===== src/rtl/cpu_pkg.sv =====
package cpu_pkg;
  localparam int BYTE_W = 8;
  localparam int ADDR_W = 8;
  localparam int NREG   = 16;
  localparam int RIDX_W = $clog2(NREG);
  localparam int INSN_W = 2 * BYTE_W;

  localparam logic [3:0] OPC_LOAD  = 4'h1;
  localparam logic [3:0] OPC_STORE = 4'h3;
  localparam logic [3:0] OPC_ADD   = 4'h5;
  localparam logic [3:0] OPC_JEQ   = 4'hB;
  localparam logic [3:0] OPC_STOP  = 4'hC;

  typedef enum logic [2:0] {
    SQ_HALT, SQ_FHI, SQ_FLO, SQ_FCAP, SQ_EXEC, SQ_LDADR, SQ_LDWB, SQ_STWR
  } seq_state_e;
endpackage


===== src/rtl/cpu_regfile.sv =====
module cpu_regfile #(
  parameter int W = 8,
  parameter int N = 16,
  localparam int IW = $clog2(N)
) (
  input  logic          clk,
  input  logic          rst,
  input  logic          we,
  input  logic [IW-1:0] waddr,
  input  logic [W-1:0]  wdata,
  input  logic [IW-1:0] ra_a,
  output logic [W-1:0]  rd_a,
  input  logic [IW-1:0] ra_b,
  output logic [W-1:0]  rd_b,
  input  logic [IW-1:0] ra_c,
  output logic [W-1:0]  rd_c,
  output logic [W-1:0]  rd_zero
);
  logic [W-1:0] regs [N];

  always_ff @(posedge clk) begin
    if (rst) begin
      for (int i = 0; i < N; i++) regs[i] <= '0;
    end else if (we) begin
      regs[waddr] <= wdata;
    end
  end

  assign rd_a    = regs[ra_a];
  assign rd_b    = regs[ra_b];
  assign rd_c    = regs[ra_c];
  assign rd_zero = regs[0];
endmodule


===== src/rtl/cpu_alu.sv =====
module cpu_alu #(
  parameter int W = 8
) (
  input  logic [W-1:0] add_a,
  input  logic [W-1:0] add_b,
  input  logic [W-1:0] cmp_a,
  input  logic [W-1:0] cmp_b,
  output logic [W-1:0] sum,
  output logic         equal
);
  assign sum   = add_a + add_b;
  assign equal = (cmp_a == cmp_b);
endmodule


===== src/rtl/cpu_sequencer.sv =====
module cpu_sequencer
  import cpu_pkg::*;
#(
  parameter int AW = ADDR_W,
  parameter int DW = BYTE_W,
  parameter int RW = RIDX_W
) (
  input  logic          clk,
  input  logic          rst,
  input  logic          start,
  input  logic [AW-1:0] start_pc,
  input  logic [DW-1:0] mem_rdata,
  output logic [AW-1:0] mem_addr,
  output logic          mem_we,
  output logic [DW-1:0] mem_wdata,
  output logic          halted,
  output logic          rf_we,
  output logic [RW-1:0] rf_waddr,
  output logic [DW-1:0] rf_wdata,
  output logic [RW-1:0] rf_ra_s,
  output logic [RW-1:0] rf_ra_t,
  output logic [RW-1:0] rf_ra_r,
  input  logic [DW-1:0] rf_rd_r,
  input  logic [DW-1:0] alu_sum,
  input  logic          alu_equal
);
  seq_state_e        state;
  logic [AW-1:0]     pc;
  logic [2*DW-1:0]   ir;
  logic [3:0]        opc;
  logic [AW-1:0]     xy;

  assign opc      = ir[2*DW-1 -: 4];
  assign xy       = ir[AW-1:0];
  assign rf_ra_r  = ir[11:8];
  assign rf_ra_s  = ir[7:4];
  assign rf_ra_t  = ir[3:0];
  assign rf_waddr = ir[11:8];
  assign rf_we    = ((state == SQ_EXEC) && (opc == OPC_ADD)) || (state == SQ_LDWB);
  assign rf_wdata = (state == SQ_LDWB) ? mem_rdata : alu_sum;

  always_ff @(posedge clk) begin
    if (rst) begin
      state     <= SQ_HALT;
      pc        <= '0;
      ir        <= '0;
      mem_addr  <= '0;
      mem_we    <= 1'b0;
      mem_wdata <= '0;
      halted    <= 1'b1;
    end else begin
      mem_we <= 1'b0;
      unique case (state)
        SQ_HALT: begin
          if (start) begin
            pc       <= start_pc;
            mem_addr <= start_pc;
            halted   <= 1'b0;
            state    <= SQ_FHI;
          end
        end
        SQ_FHI: begin
          mem_addr <= pc + AW'(1);
          state    <= SQ_FLO;
        end
        SQ_FLO: begin
          ir[2*DW-1:DW] <= mem_rdata;
          state         <= SQ_FCAP;
        end
        SQ_FCAP: begin
          ir[DW-1:0] <= mem_rdata;
          pc         <= pc + AW'(2);
          mem_addr   <= pc + AW'(2);
          state      <= SQ_EXEC;
        end
        SQ_EXEC: begin
          state <= SQ_FHI;
          case (opc)
            OPC_LOAD: begin
              mem_addr <= xy;
              state    <= SQ_LDADR;
            end
            OPC_STORE: begin
              mem_addr  <= xy;
              mem_we    <= 1'b1;
              mem_wdata <= rf_rd_r;
              state     <= SQ_STWR;
            end
            OPC_JEQ: begin
              if (alu_equal) begin
                pc       <= xy;
                mem_addr <= xy;
              end
            end
            OPC_STOP: begin
              halted <= 1'b1;
              state  <= SQ_HALT;
            end
            default: ;
          endcase
        end
        SQ_LDADR: state <= SQ_LDWB;
        SQ_LDWB: begin
          mem_addr <= pc;
          state    <= SQ_FHI;
        end
        SQ_STWR: begin
          mem_addr <= pc;
          state    <= SQ_FHI;
        end
        default: state <= SQ_HALT;
      endcase
    end
  end

  AST_WR_ONE_CYCLE: assert property (@(posedge clk) disable iff (rst)
    mem_we |=> !mem_we);
  AST_NO_WR_HALTED: assert property (@(posedge clk) disable iff (rst)
    halted |-> !mem_we);
  AST_HALT_HOLDS: assert property (@(posedge clk) disable iff (rst)
    (halted && !start) |=> halted);
  AST_START_LOADS: assert property (@(posedge clk) disable iff (rst)
    (halted && start) |=> (!halted && mem_addr == $past(start_pc)));
  AST_PC_STEP: assert property (@(posedge clk) disable iff (rst)
    (state == SQ_FCAP) |=> (pc == $past(pc) + AW'(2)));
  AST_RUN_NO_RESTART: assert property (@(posedge clk) disable iff (rst)
    (state == SQ_FHI && start) |=> (state == SQ_FLO));
endmodule


===== src/rtl/byte_cpu.sv =====
module byte_cpu
  import cpu_pkg::*;
(
  input  logic              clk,
  input  logic              rst,
  input  logic              start,
  input  logic [ADDR_W-1:0] start_pc,
  output logic [ADDR_W-1:0] mem_addr,
  output logic              mem_we,
  output logic [BYTE_W-1:0] mem_wdata,
  input  logic [BYTE_W-1:0] mem_rdata,
  output logic              halted
);
  logic              rf_we;
  logic [RIDX_W-1:0] rf_waddr, rf_ra_s, rf_ra_t, rf_ra_r;
  logic [BYTE_W-1:0] rf_wdata, rd_s, rd_t, rd_r, rd_zero;
  logic [BYTE_W-1:0] alu_sum;
  logic              alu_equal;

  cpu_sequencer #(.AW(ADDR_W), .DW(BYTE_W), .RW(RIDX_W)) u_seq (
    .clk(clk), .rst(rst), .start(start), .start_pc(start_pc),
    .mem_rdata(mem_rdata), .mem_addr(mem_addr), .mem_we(mem_we),
    .mem_wdata(mem_wdata), .halted(halted),
    .rf_we(rf_we), .rf_waddr(rf_waddr), .rf_wdata(rf_wdata),
    .rf_ra_s(rf_ra_s), .rf_ra_t(rf_ra_t), .rf_ra_r(rf_ra_r),
    .rf_rd_r(rd_r), .alu_sum(alu_sum), .alu_equal(alu_equal)
  );

  cpu_regfile #(.W(BYTE_W), .N(NREG)) u_rf (
    .clk(clk), .rst(rst), .we(rf_we), .waddr(rf_waddr), .wdata(rf_wdata),
    .ra_a(rf_ra_s), .rd_a(rd_s), .ra_b(rf_ra_t), .rd_b(rd_t),
    .ra_c(rf_ra_r), .rd_c(rd_r), .rd_zero(rd_zero)
  );

  cpu_alu #(.W(BYTE_W)) u_alu (
    .add_a(rd_s), .add_b(rd_t), .cmp_a(rd_r), .cmp_b(rd_zero),
    .sum(alu_sum), .equal(alu_equal)
  );
endmodule


===== config.mk =====
export PLATFORM = sky130hd
export DESIGN_NAME = byte_cpu
export DESIGN_NICKNAME = d
export VERILOG_FILES = /design/src/rtl/cpu_pkg.sv /design/src/rtl/cpu_regfile.sv /design/src/rtl/cpu_alu.sv /design/src/rtl/cpu_sequencer.sv /design/src/rtl/byte_cpu.sv
export SDC_FILE = /design/constraint.sdc
export NUM_CORES = 1
export LEC_CHECK = 0
export ABC_AREA = 1
export BUFFER_PORTS_ARGS = -buffer_cell sky130_fd_sc_hd__buf_2
export CAP_MARGIN = 10
export CORE_ASPECT_RATIO = 0.8
export CORE_MARGIN = 5
export CORE_UTILIZATION = 57
export CTS_CLUSTER_DIAMETER = 50
export CTS_CLUSTER_SIZE = 14
export DETAILED_ROUTE_END_ITERATION = 10
export PLACE_DENSITY = 0.87
export SYNTH_ARGS = -nofsm -noshare
export SYNTH_HDL_FRONTEND = slang
export SYNTH_SLANG_ARGS = --single-unit

===== constraint.sdc =====
create_clock -name clk -period 3.4 [get_ports clk]
set_clock_uncertainty 0.2 [all_clocks]
set_input_delay 0.34 -clock clk [delete_from_list [all_inputs] [get_ports clk]]
set_output_delay 0.34 -clock clk [all_outputs]
set_load 0.03 [all_outputs]

=== Word level (Yosys, flattened, before mapping) ===
Memories as Yosys holds them, arrays and structs flattened. A register that Yosys moved wholly into a read port is not among the register bits.
Index checks and enable logic that the tools add are counted.

* Muxes and demuxes: 28
* $add $sub $neg: 3
* Eq/ne operators: 19
* Reductions and logical operators: 14
* Bitwise operators: 1

{| class="wikitable"
|+ Operators with widths
! kind !! number
|-
| $mux W8 || 5
|-
| $pmux W8 S5 || 1
|-
| $mux W4 || 7
|-
| $pmux W8 S3 || 1
|-
| $pmux W3 S7 || 1
|-
| $pmux W8 S2 || 1
|-
| $eq A3 B3 Y1 const B || 4
|-
| $mux W1 || 9
|-
| $pmux W3 S3 || 1
|-
| $add A8 B1 Y8 const B || 1
|-
| $add A8 B2 Y8 const B || 1
|-
| $add A8 B8 Y8 || 1
|-
| $eq A4 B4 Y1 const B || 2
|-
| $eq A8 B8 Y1 || 1
|-
| $ne A2 B2 Y1 const B || 4
|-
| $reduce_and A4 Y1 || 2
|-
| $reduce_or A8 Y1 || 1
|-
| $eq A3 B2 Y1 const B || 2
|-
| $ne A3 B3 Y1 const B || 2
|-
| $reduce_or A2 Y1 || 3
|-
| $reduce_bool A5 Y1 || 1
|-
| $eq A4 B1 Y1 const B || 1
|-
| $eq A4 B2 Y1 const B || 1
|-
| $eq A4 B3 Y1 const B || 1
|-
| 11 further kinds || 11
|}

* Bits of input ports: 19
* Register bits after elaboration: 45
* Word-level logic and storage cells: 74
* RAM bits: 128
* Memories kept: 1

{| class="wikitable"
|+ Memories
! name !! depth !! bits a word !! read ports !! clocked after Yosys merged registers in !! wr ports !! line !! source
|-
| u_rf.regs || 16 || 8 || 4 || 3 || 16 || cpu_regfile.sv:19 || <nowiki>logic [W-1:0] regs [N];</nowiki>
|}

=== Longest topological paths before layout ===
* Depth in word-level cells: 8
* Gate-level depth with buffers: 22

=== Modules after synthesis ===
From an unflattened synthesis, not the netlist that was laid out.

* Cell total of the unflattened synthesis: 1,715
* Area, all modules: 11,742.5 um^2

{| class="wikitable"
|+ Modules (own cells, without submodules)
! module !! times used !! cells each !! area an instance (um^2)
|-
| cpu_regfile || 1 || 1,276 || 8,710.9
|-
| cpu_sequencer || 1 || 364 || 2,573.7
|-
| cpu_alu || 1 || 75 || 457.9
|}

=== Worst setup path after synthesis ===
No wires, ideal clock.

* Path kind: flip-flop to flip-flop
* Start point: register with a tool-made name
* End point: memory u_rf.regs[10][7] (data pin)
* Slack: -0.317 ns
* Required time: 2.943 ns
* Stages on the path, launching flop included: 22
* Data arrival time: 3.260 ns
* Path through: dfxtp_1 > clkbuf_1 > buf_2 > clkbuf_1 > buf_1 > a21oi_1 > o221ai_1 > nand2_1 > ha_1 > a21oi_1 > nand2_1 > nand2_1 > nand2_1 > a21oi_1 > nor2_1 > o21ai_0 > nand2_1 > nand2_1 > nand3_1 > o21ai_2 > buf_2 > nor2_1

{| class="wikitable"
|+ RTL lines
! what !! line
|-
| end: declaration || cpu_regfile.sv:19
|}

==> impl_metrics.env <==
export IMPL_status="complete, no violations"
export IMPL_worstSetupPathType="reg2reg"
export IMPL_ys_flop_type="edfxtp_1"
export IMPL_synthCells=1517
export IMPL_maxCapViolations=0
export IMPL_max_slew_margin_pct=49.00
export IMPL_startpoint_type="flop"
export IMPL_period_minus_slack_ps=3381
export IMPL_grt_use_met3_pct=7.791
export IMPL_final_nets=1586
export IMPL_setup_viol=0
export IMPL_switchingPower_mw=3.429
export IMPL_portBuffers=36
export IMPL_drt_iter0_drc=2098
export IMPL_yosysMostFrequentCell="nand2_1"
export IMPL_via_per_inst=6.248
export IMPL_areaGrowthSynthToFinish_pct=15.61
export IMPL_die_h_um=136.5
export IMPL_synth_top_family_by_area="simple AND/OR/NAND/NOR gates"
export IMPL_synth_top_area_cell="edfxtp_1"
export IMPL_synth_compound_area_share_pct=20.29
export IMPL_syn_area_um2=11400
export IMPL_h_tree_depth=4
export IMPL_vias=11460
export IMPL_rsz0062_at_grt="true"
export IMPL_synthXorXnorAreaFrac_pct=0.3074
export IMPL_max_clock_path_buffers=2
export IMPL_postSynthAreaPerCell_um2=7.512
export IMPL_gr_total_overflow=0
export IMPL_rows=46
export IMPL_drive_gt1_share_pct=15.03
export IMPL_netlist_top_cells_area="edfxtp_1, dfxtp_1, nand2_1, o21ai_0, nor2_1"
export IMPL_first_pass_iters=8
export IMPL_diodes=0
export IMPL_place_area_um2=12120
export IMPL_crit_required_ps=3390
export IMPL_cts_root_buf="clkbuf_16"
export IMPL_grt_pass1_wl_um=59000
export IMPL_ctsHoldBuffers=0
export IMPL_die_area_um2=22940
export IMPL_grt_pass1_vias=10050
export IMPL_antenna_found_initial=0
export IMPL_ys_top_cells_by_count="nand2_1, nor2_1, o21ai_0"
export IMPL_cts_sinks=185
export IMPL_final_area_um2=13180
export IMPL_route_detailed_drc=0
export IMPL_fill_cells=1654
export IMPL_fin_cells=1834
export IMPL_grt_busiest_layer="met1"
export IMPL_holdWs_ps=35.87
export IMPL_tightest_slew_ps=759.2
export IMPL_ios=37
export IMPL_yosys_area_share_simple_pct=24.85
export IMPL_ys_seq_area_share_pct=43.74
export IMPL_clkPwrFrac_pct=25.4
export IMPL_syn_nets=1546
export IMPL_synth_top_area_share_pct=33.73
export IMPL_antenna_left=0
export IMPL_synth_adder_area_share_pct=1.164
export IMPL_synthArstFlopShare_pct=0
export IMPL_coreArea_um2=19740
export IMPL_cp_arrival_ps=3370
export IMPL_die_w_um=168.1
export IMPL_grtUsageTotal_pct=33.64
export IMPL_max_freq_mhz=295.8
export IMPL_ys_types=52
export IMPL_synth_enable_flop_cells=128
export IMPL_intPower_mw=4.755
export IMPL_use_met2_pct=49.29
export IMPL_seqCellArea_um2=4999
export IMPL_grt_max_degree=54
export IMPL_gp_congestion=1.045
export IMPL_worst_setup_path_end_kind="flop"
export IMPL_ys_warnings_count=0
export IMPL_path_clk_slew_ps=80
export IMPL_p_comb_share_pct=40.9
export IMPL_multi_input_area_um2=5492
export IMPL_start_util_pct=57.73
export IMPL_routed_wl_um=39720
export IMPL_avgRoutedWirePerCell_um=21.66
export IMPL_cp_max_fo=26
export IMPL_synthMuxAreaShare_pct=0.1757
export IMPL_dp_cells=1786
export IMPL_finalHoldViolCount=0
export IMPL_p_sw_share_pct=41.89
export IMPL_clkLatencyLatePin_ps=450
export IMPL_place_ws_ps=-99.35
export IMPL_ys_ff_latch=185
export IMPL_min_path_type="in2reg"
export IMPL_ir_drop_mv=0.4029
export IMPL_use_met1_pct=49.42
export IMPL_pwr_share_seq_pct=33.7
export IMPL_p_leak_nw=5.403
export IMPL_power_density_nw_per_um2=621.2
export IMPL_cts_tree="yes"
export IMPL_dp_hpwl_um=28040
export IMPL_setup_slack_ps=19.37
export IMPL_slew_viol_final=0
export IMPL_finalCritPeriodShare_pct=99.43
export IMPL_cts_buffers=17
==> cell families (layout without fill, tap and decap cells) <==
family	after synthesis	after routing
AND/OR/NAND/NOR	660	660
AO/OA/AOI/OAI	402	402
buffers and inverters	254	307
flip-flops	185	185
adder cells (fa/ha/maj)	10	10
XOR/XNOR	4	4
multiplexers	2	2
==> sequential cells by signal, indices dropped and copies added, names as in the netlist, named ones only <==
register         cells
u_seq.mem_wdata      8
u_seq.pc             8
u_seq.halted         1
u_seq.ir            16
u_seq.mem_we         1
u_seq.mem_addr       8
u_seq.state          3
u_rf.regs          128
==> per-stage QoR <==
step / TNS, ps / util [%] / total power [mW]
final: 0 / 66.74 / 8.184
after global routing: -3175 / 66.74 / 8.508
after CTS: 0 / 64.82 / 7.844
after detailed placement: -1466 / 61.39 / 5.767
after global placement: -9.843 / 61.39 / 5.727
after floorplan: 0 / - / 4.526
==> final timing paths <==
path | start | to | slack [ps] | cells after the start
setup / recovery | flop | u_rf.regs[5][6] | 20 | 15
setup reg to reg | flop | u_rf.regs[5][6] | 20 | 15
hold reg to reg | u_seq.ir[2] | u_seq.ir[2] | 290 | 2
hold / removal | rst | u_seq.mem_we | 40 | 2
==> cells in the final DEF (no fill, tap or decap), types with 22 or more instances in the layout <==
| cell type | netlist | final |
|---|---|---|
| a21oi_1 | 134 | 131 |
| o21ai_0 | 169 | 160 |
| o211ai_1 | 33 | 33 |
| buf_4 | 3 | 51 |
| nand2_1 | 250 | 249 |
| dfxtp_1 | 57 | 52 |
| inv_1 | 155 | 155 |
| nand3_1 | 127 | 126 |
| edfxtp_1 | 128 | 128 |
| clkbuf_16 | 0 | 22 |
| nor2_1 | 220 | 209 |
| buf_2 | 20 | 36 |
==> repair_timing <==
item,in CTS,in global routing
pin swaps,0,19
endpoints found under the setup margin,33,64
buffers inserted,0,9
gates resized for setup,4,50
cloned,1,6
==> power groups by stage <==
stage | clock, mW | sequential (mW) | combinational [mW]
floorplan | 0 | 2.77 | 1.76
global placement | 0 | 2.78 | 2.94
detailed placement | 0 | 2.79 | 2.98
CTS | 2.08 | 2.74 | 3.02
global route | 2.19 | 2.78 | 3.54
finish | 2.07 | 2.76 | 3.35
==> area by class of cell <==
type | instances | area share, %
flip-flops and latches | 185 | 37.94
multi-input cells | 1078 | 41.68
clock inverters | 15 | 1.567
repair buffers | 117 | 8.547
well taps | 264 | 2.507
clock buffers | 17 | 3.229
inverters | 158 | 4.530
==> per-layer routing <==
| layer | share of wire [%] | up-vias |
|---|---|---|
| li1 | - | 5236 |
| met5 | 0 | - |
| met1 | 41 | 5309 |
| met4 | 3.5 | 0 |
| met3 | 12 | 116 |
| met2 | 43 | 798 |
==> critical path, stage by stage (launching register included) <==
cell	delay, ps
dfxtp_4	420
buf_4	180
clkbuf_16	180
o21ai_0	200
nand2_1	70
o22ai_1	350
o21ai_0	170
ha_1	380
nand2_1	100
nand2_1	80
a21oi_1	190
xor2_1	180
nand2_1	80
o21ai_2	100
buf_4	190
nor2_1	60
(Power assumes the default switching activity.)
